`src/rtl/ifm_pkg.sv`:
```
package ifm_pkg;

  localparam int NUM_MAPS = 2;

  // strobes from control to datapath
  typedef struct packed {
    logic [NUM_MAPS-1:0] wrStb;     // per-register load strobe
    logic                hiHalf;    // fetch lies in the upper half
    logic                fetchQual; // fault may be reported
  } ifm_ctrl_t;

endpackage

```
`src/rtl/ifm_ctrl.sv`:
```
module ifm_ctrl #(
  parameter int PC_W = 16
) (
  input  logic [PC_W-1:0]  pcIn,
  input  logic             fetchValid,
  input  logic             map0WrEn,
  input  logic             map1WrEn,
  output ifm_pkg::ifm_ctrl_t ctrlStb
);

  // The top bit of the byte address {pcIn,2'b00} is the top bit of pcIn.
  localparam int HALF_BIT = PC_W - 1;

  always_comb begin
    ctrlStb           = '0;
    ctrlStb.wrStb[0]  = map0WrEn;
    ctrlStb.wrStb[1]  = map1WrEn;
    ctrlStb.hiHalf    = pcIn[HALF_BIT];
    ctrlStb.fetchQual = fetchValid;
  end

endmodule

```
`src/rtl/ifm_datapath.sv`:
```
module ifm_datapath #(
  parameter int          PC_W      = 16,
  parameter int          MAP_W     = 16,
  parameter int          INT_BIT   = 12,
  parameter int          SEG_W     = 8,
  parameter logic [15:0] RESET_MAP = 16'h1000
) (
  input  logic                   clk,
  input  logic                   rstN,
  input  ifm_pkg::ifm_ctrl_t     ctrlStb,
  input  logic [PC_W-1:0]        pcIn,
  input  logic [MAP_W-1:0]       map0WrData,
  input  logic [MAP_W-1:0]       map1WrData,
  input  logic [(1<<SEG_W)-1:0]  segPresent,
  output logic                   tgtUnified,
  output logic [SEG_W-1:0]       tgtSeg,
  output logic [PC_W+1:0]        byteAddr,
  output logic                   busFault
);

  import ifm_pkg::*;

  localparam int ADDR_W = PC_W + 2;

  // Only the decoded fields of each map value are kept.
  logic [MAP_W-1:0] wrData  [NUM_MAPS];
  logic             mapInt  [NUM_MAPS];
  logic [SEG_W-1:0] mapSeg  [NUM_MAPS];

  assign wrData[0] = map0WrData;
  assign wrData[1] = map1WrData;

  // Fields with no function, folded away on purpose.
  logic unusedMapBits;
  assign unusedMapBits = ^{map0WrData[MAP_W-1:INT_BIT+1], map0WrData[INT_BIT-1:SEG_W],
                           map1WrData[MAP_W-1:INT_BIT+1], map1WrData[INT_BIT-1:SEG_W]};

  for (genvar g = 0; g < NUM_MAPS; g++) begin : g_map
    always_ff @(posedge clk or negedge rstN) begin
      if (!rstN) begin
        mapInt[g] <= RESET_MAP[INT_BIT];
        mapSeg[g] <= RESET_MAP[SEG_W-1:0];
      end else if (ctrlStb.wrStb[g]) begin
        mapInt[g] <= wrData[g][INT_BIT];
        mapSeg[g] <= wrData[g][SEG_W-1:0];
      end
    end
  end

  logic             selInt;
  logic [SEG_W-1:0] selSeg;
  logic             unifiedHit;

  always_comb begin
    selInt     = ctrlStb.hiHalf ? mapInt[1] : mapInt[0];
    selSeg     = ctrlStb.hiHalf ? mapSeg[1] : mapSeg[0];
    unifiedHit = ~selInt;
    tgtUnified = unifiedHit;
    tgtSeg     = unifiedHit ? selSeg : '0;
    byteAddr   = ADDR_W'({pcIn, 2'b00});
    busFault   = ctrlStb.fetchQual & unifiedHit & ~segPresent[selSeg];
  end

endmodule

```
`src/rtl/ifm_mapper.sv`:
```
module ifm_mapper #(
  parameter int          PC_W      = 16,
  parameter int          MAP_W     = 16,
  parameter int          INT_BIT   = 12,
  parameter int          SEG_W     = 8,
  parameter logic [15:0] RESET_MAP = 16'h1000
) (
  input  logic                  clk,
  input  logic                  rstN,
  input  logic [PC_W-1:0]       pcIn,
  input  logic                  fetchValid,
  input  logic                  map0WrEn,
  input  logic [MAP_W-1:0]      map0WrData,
  input  logic                  map1WrEn,
  input  logic [MAP_W-1:0]      map1WrData,
  input  logic [(1<<SEG_W)-1:0] segPresent,
  output logic                  tgtUnified,
  output logic [SEG_W-1:0]      tgtSeg,
  output logic [PC_W+1:0]       byteAddr,
  output logic                  busFault
);

  ifm_pkg::ifm_ctrl_t ctrlStb;

  ifm_ctrl #(.PC_W(PC_W)) u_ctrl (
    .pcIn       (pcIn),
    .fetchValid (fetchValid),
    .map0WrEn   (map0WrEn),
    .map1WrEn   (map1WrEn),
    .ctrlStb    (ctrlStb)
  );

  ifm_datapath #(
    .PC_W(PC_W), .MAP_W(MAP_W), .INT_BIT(INT_BIT),
    .SEG_W(SEG_W), .RESET_MAP(RESET_MAP)
  ) u_dp (
    .clk        (clk),
    .rstN       (rstN),
    .ctrlStb    (ctrlStb),
    .pcIn       (pcIn),
    .map0WrData (map0WrData),
    .map1WrData (map1WrData),
    .segPresent (segPresent),
    .tgtUnified (tgtUnified),
    .tgtSeg     (tgtSeg),
    .byteAddr   (byteAddr),
    .busFault   (busFault)
  );

endmodule

```
`config.mk`:
```
export PLATFORM = sky130hd
export DESIGN_NAME = ifm_mapper
export DESIGN_NICKNAME = d
export VERILOG_FILES = /design/src/rtl/ifm_pkg.sv /design/src/rtl/ifm_ctrl.sv /design/src/rtl/ifm_datapath.sv /design/src/rtl/ifm_mapper.sv
export SDC_FILE = /design/constraint.sdc
export NUM_CORES = 1
export LEC_CHECK = 0
export ABC_AREA = 1
export BUFFER_PORTS_ARGS = -buffer_cell sky130_fd_sc_hd__buf_2
export CORE_AREA = 2 2 131 133
export CTS_CLUSTER_DIAMETER = 100
export DETAILED_ROUTE_END_ITERATION = 6
export DIE_AREA = 0 0 133 135
export GPL_ROUTABILITY_DRIVEN = 0
export PLACE_DENSITY_LB_ADDON = 0.25
export SYNTH_ARGS = -nofsm -noshare
export SYNTH_HDL_FRONTEND = slang
export SYNTH_HIERARCHICAL = 1
export SYNTH_SLANG_ARGS = --single-unit
export TNS_END_PERCENT = 10
```
`constraint.sdc`:
```
create_clock -name clk -period 4.6 [get_ports clk]
set_input_delay 1.38 -clock clk [delete_from_list [all_inputs] [get_ports clk]]
set_output_delay 1.38 -clock clk [all_outputs]
set_load 0.01 [all_outputs]
```
==> results of run 1 <==
==> registers in the layout, indices dropped and copies added (netlist names) <==
signal,cells
u_dp/mapSeg,16
u_dp/mapInt,2
==> per-layer routing <==
layer | global-route usage, % | routed length (µm) | vias up
met1 | 23.8 | 8730 | 2729
met4 | 2.63 | 175 | 2
met3 | 3.23 | 1600 | 20
li1 | - | - | 3180
met2 | 36.4 | 10500 | 278
met5 | 0 | 13 | -
==> worst paths after layout <==
kind	from	slack, ns	end	cells past startpoint
setup / recovery	pcIn[15]	0.11	busFault	16
hold / removal	u_dp/mapSeg[14]$_DFFE_PN0P_	0.50	u_dp/mapSeg[14]$_DFFE_PN0P_	1
setup reg to reg	u_dp/mapInt[0]$_DFFE_PN1P_	3.79	u_dp/mapInt[0]$_DFFE_PN1P_	2
hold reg to reg	u_dp/mapSeg[14]$_DFFE_PN0P_	0.50	u_dp/mapSeg[14]$_DFFE_PN0P_	1
max in group asynchronous	rstN	3.22	u_dp/mapInt[1]$_DFFE_PN1P_	1
min in group asynchronous	rstN	1.06	u_dp/mapSeg[3]$_DFFE_PN0P_	1
==> worst max-delay path, delay by kind of cell <==
family                 cells  cell delay, ns
buffers and inverters      6            0.83
and+or+nand+nor            9            0.64
AOI/OAI and AO/OA          1            0.24
==> metrics by stage <==
step	utilization, %	TNS (ns)	cells
finish	40.5	0	1360
global route	40.5	-0.0153	1360
CTS	36.9	0	1331
detailed placement	36.3	-0.00765	1327
global placement	36.3	0	1327
floorplan	-	0	852
==> cell usage after synthesis (all sizes together) <==
library cell and number:
clkinv 1, nand3b 1, mux2 7, o21ai 32
buf 58, conb 1, nor2 16, nand2 338
clkbuf 15, o211ai 6, dfstp 2, dfrtp 16
inv 152, nand3 206
==> power breakdown <==
part	internal [mW]	total (mW)	switching [mW]
Clock	0.132	0.188	0.0557
Sequential	0.175	0.182	0.00743
Combinational	0.414	0.895	0.481
Total	0.721	1.27	0.544
==> logic make-up (layout without fill, tap and decap cells) <==
logic type      after synthesis  in the layout  synth area share [%]
compound gates               38             38                  5.35
buf+inv                     226            514                  24.6
flops                        18             18                  10.8
mux                           7              7                  1.88
other cells                   1              2                0.0896
simple gates                561            561                  57.2
==> cell type report <==
type                       instances  area share, %
multi-input combinational        608           42.1
timing repair buffer             357           36.9
inverter                         153           8.71
sequential                        18           6.81
tap                              220           4.14
clock buffer                       4           1.34
==> what timing repair did <==
| action | CTS | global route |
|---|---|---|
| pin swaps | 0 | 19 |
| buffers inserted | 0 | 15 |
| resized for setup | 1 | 40 |
| endpoints found under the setup margin | 1 | 1 |
| cloned | 0 | 14 |
| endpoints found under the hold margin | 0 | 0 |
==> results.json, run 1 <==
{
  "run_status": "finished, final reports clean",
  "p_leak_nw": 4.04,
  "synth_warnings": 6,
  "die_h_um": 135,
  "core_mm2": 0.0164,
  "cp.arrival_ns": 3.11,
  "htreeDepth": 1,
  "die_area_mm2": 0.0180,
  "multi_input_area_mm2": 0.00280,
  "period_needed_ns": 4.49,
  "path_clk_slew_ns": 0.05,
  "avgSynthCellArea_um2": 4.92,
  "io_pins": 337,
  "place_worst_setup_slack_ns": -0.00765,
  "vias": 6209,
  "clk_latency_ns": 0.24,
  "antenna_found_initial": 1,
  "cts_tree": "built",
  "numPortBuffers": 290,
  "cp_slowest_cell": "o21ai_4",
  "place_area_mm2": 0.00595,
  "cts_buffer_depth": 2,
  "track_usage_pct": 19.4,
  "area_delta_synth_final_pct": 59.0,
  "routedWlPerCell_um": 15.4,
  "ys_seq_area_share_pct": 10.8,
  "cellPowerDensity_mw_per_mm2": 190,
  "vias_per_cell": 4.57,
  "synth_cells": 851,
  "nNetsFinal": 1450,
  "clock-sinks": 18,
  "synth.area.top_cells": "nand2_1 (30%), nand3_1 (25%), inv_1 (13%), dfrtp_1 (9.6%), buf_4 (4.7%)",
  "n_antenna_cell": 0,
  "synthDistinctLibCells": 21,
  "design_area_mm2": 0.00665,
  "drtIter0Drc": 375,
  "synth.top_cell.area_share_pct": 29.9,
  "worstPathRequired_ns": 3.22,
  "syn_area_mm2": 0.00418,
  "drv_slew": 0,
  "post-route-drc-count": 0,
  "hpwl_um": 14900,
  "n_fill_cell": 1850,
  "finalPower_mw": 1.27,
  "layout_common_cells": "nand2_1 (330), buf_2 (289), nand3_1 (198), inv_1 (148), buf_4 (27)",
  "slowest_delay_ns": 0.24,
  "grt_pass1_vias": 5560,
  "yosysTopAreaCell": "nand2_1",
  "cts_made_buffers": 3,
  "grt_max_degree": 49,
  "startpoint_type": "input pin",
  "wirelength_um": 21000,
  "dr.pass1.iters": 5,
  "final_common_cell": "nand2_1",
  "hold_buffers": 0,
  "seq_area_um2": 453,
  "ir_drop_mv": 0.161,
  "drtAntennaViolNets": 0,
  "clock_skew_ns": 0,
  "path_common_cell": "nand3_1",
  "hold_path_class": "flop to flop",
  "critPathCaptureType": "output pin",
  "dieWidth_um": 133,
  "setup_ws_ns": 0.111,
  "fin_crit_sh_pct": 97.6,
  "hold_viol_final": 0,
  "start_util_pct": 25.5,
  "layout-drive-gt1-share_pct": 34.8,
  "grt_pass1_wl_um": 28000,
  "setup_viol_count_final": 0,
  "critPathMaxFanout": 9,
  "rows": 47,
  "worst-setup-path-type": "input pin to output pin",
  "cts_root_buffer": "clkbuf_16",
  "grt_remaining_overflow": 0,
  "synth_seq_cells": 18,
  "whs_ns": 0.501,
  "max_freq_mhz": 223,
  "cp_cell_sequence": "buf_12 -> buf_6 -> o21ai_4 -> buf_6 -> clkbuf_16 -> buf_4 -> nand3_1 -> nand3_1 -> nand3_1 -> nand3_1 -> nand3_1 -> nand3_1 -> nand3_1 -> nand2_1 -> nor2_1 -> buf_2",
  "cap_viol_max_count": 0
}
(Power assumes the default switching activity.)
==> run 2, diff against run 1 <==
==> constraint.sdc (replaced) <==
create_clock -name clk -period 5.15 [get_ports clk]
set_input_delay 1.545 -clock clk [delete_from_list [all_inputs] [get_ports clk]]
set_output_delay 1.545 -clock clk [all_outputs]
set_load 0.005 [all_outputs]
==> run 2 against run 1 <==
Sequential power fell by 11%. Largest power group unchanged. Cell count down 3.1%. Clock power down 9%. Power fell by 22%. Highest routed layer unchanged. Critical path depth grew 1. Sequential share of layout area grew 0.80 points. Final area down 10%. Routed wire length down 8.2%. Combinational power down 27%.
==> results.json, run 2 (synthesized netlist as in run 1, its figures left out) <==
{
  "clock-sinks": 18,
  "regMostFlops": "u_dp/mapSeg",
  "grt_pass1_vias": 5561,
  "grt_pass1_wl_um": 28100,
  "setup_viol_count_final": 0,
  "drtIter0Drc": 251,
  "tns_ns": 0,
  "startpoint_type": "input pin",
  "run_status": "finished, final reports clean",
  "dieWidth_um": 133,
  "p_leak_nw": 3.70,
  "clk_latency_ns": 0.25,
  "cap_viol_max_count": 0,
  "critPathMaxFanout": 23,
  "largest_reg_flops": 16,
  "max_freq_mhz": 204,
  "antenna_found_initial": 1,
  "reg.largest.list": "u_dp/mapSeg (16), u_dp/mapInt (2)",
  "whs_ns": 0.499,
  "vias_per_cell": 4.51,
  "wirelength_um": 19300,
  "n_antenna_cell": 0,
  "cts_root_buffer": "clkbuf_16",
  "cp_cell_sequence": "buf_2 -> buf_8 -> nand2_2 -> nand2_8 -> buf_12 -> nand2_1 -> nand3_1 -> nand3_1 -> nand3_1 -> nand3_1 -> nand2_1 -> nand2_1 -> nand2_1 -> nor2_1 -> nor2_1 -> nor2_1 -> buf_2",
  "drv_slew": 0,
  "track_usage_pct": 19.6,
  "post-route-drc-count": 0,
  "clock_skew_ns": 0,
  "rows": 47,
  "fin_crit_sh_pct": 95.4,
  "cts_buffer_depth": 2,
  "htreeDepth": 1,
  "ir_drop_mv": 0.139,
  "routedWlPerCell_um": 14.6,
  "cp.arrival_ns": 3.37,
  "dr.pass1.iters": 7,
  "cts_tree": "built",
  "hold_viol_final": 0,
  "worstPathRequired_ns": 3.61,
  "hold_buffers": 0,
  "rsz0062_at_grt": "no",
  "path_clk_slew_ns": 0.05,
  "n_fill_cell": 1904,
  "start_util_pct": 25.5,
  "layout_common_cells": "nand2_1 (333), buf_2 (290), nand3_1 (206), inv_1 (149), o21ai_0 (25)",
  "seq_area_um2": 453,
  "core_mm2": 0.0164,
  "grt_remaining_overflow": 0,
  "critPathCaptureType": "output pin",
  "slowest_delay_ns": 0.19,
  "period_needed_ns": 4.91,
  "layout-drive-gt1-share_pct": 31.1,
  "numPortBuffers": 290,
  "grt_max_degree": 60,
  "die_h_um": 135,
  "io_pins": 337,
  "cp_slowest_cell": "buf_8",
  "hpwl_um": 14500,
  "worst-setup-path-type": "input pin to output pin",
  "die_area_mm2": 0.0180,
  "cellPowerDensity_mw_per_mm2": 166,
  "tightest_slew_ns": 0.542,
  "crit_family": "simple AND/OR/NAND/NOR gates",
  "vias": 5945,
  "cts_made_buffers": 3,
  "max-slew-margin-rel_pct": 63.5,
  "path_buf_inv": 4,
  "final_common_cell": "nand2_1",
  "hold_path_class": "flop to flop",
  "drtAntennaViolNets": 0,
  "area_delta_synth_final_pct": 42.3,
  "multi_input_area_mm2": 0.00275,
  "nNetsFinal": 1408
}
## run 2: cell count changes in the layout (fill, tap and decap cells not counted), sizes merged
cell	before	now
buf	346	311
clkbuf	15	8
## run 2: area by class of cell
class / instances / area share (%)
Sequential cell: 18 / 7.61
Inverter: 153 / 9.64
Timing Repair Buffer: 315 / 30.5
Tap cell: 220 / 4.62
Multi-Input combinational cell: 608 / 46.1
Clock buffer: 4 / 1.49
## run 2: worst paths after layout
path | cells past startpoint | start | slack [ns] | end
max in group asynchronous | 1 | rstN | 3.59 | u_dp/mapInt[1]$_DFFE_PN1P_
setup reg to reg | 2 | u_dp/mapInt[0]$_DFFE_PN1P_ | 4.38 | u_dp/mapInt[0]$_DFFE_PN1P_
setup / recovery | 17 | pcIn[15] | 0.24 | busFault
hold reg to reg | 2 | u_dp/mapInt[0]$_DFFE_PN1P_ | 0.50 | u_dp/mapInt[0]$_DFFE_PN1P_
min in group asynchronous | 1 | rstN | 1.23 | u_dp/mapSeg[11]$_DFFE_PN0P_
hold / removal | 2 | u_dp/mapInt[0]$_DFFE_PN1P_ | 0.50 | u_dp/mapInt[0]$_DFFE_PN1P_
## run 2: worst register-to-register path: cells and delay by family (launching register included)
| family | cells | cell delay (ns) |
|---|---|---|
| flops | 1 | 0.51 |
| compound gates | 1 | 0.14 |
| buf+inv | 1 | 0.04 |
## run 2: per-layer routing
layer | vias to the layer above | share of wire, % | GRT usage (%)
met5 | - | 0.036 | 0
met1 | 2594 | 43 | 24.0
met3 | 30 | 7.4 | 3.23
li1 | 3085 | - | -
met2 | 234 | 48 | 35.3
met4 | 2 | 2.1 | 5.32
## run 2: through the flow
step,setup slack [ns],area (µm²),util [%],instances,power [mW]
after floorplan,0.634,4190,-,852,0.555
after global placement,0.118,5730,34.9,1310,0.796
after detailed placement,0.103,5730,34.9,1310,0.797
after CTS,0.0964,5820,35.4,1314,0.974
after global routing,0.0174,5960,36.3,1318,1.09
final,0.238,5960,36.3,1318,0.992
## run 2: power breakdown
part | switching (mW) | internal, mW
Clock | 0.0541 | 0.118
Sequential | 0.00608 | 0.156
Combinational | 0.382 | 0.275
Total | 0.442 | 0.549
## run 2: timing repair
item,in CTS,in global routing
buffers inserted,0,0
endpoints found under the setup margin,0,1
gates resized for setup,0,6
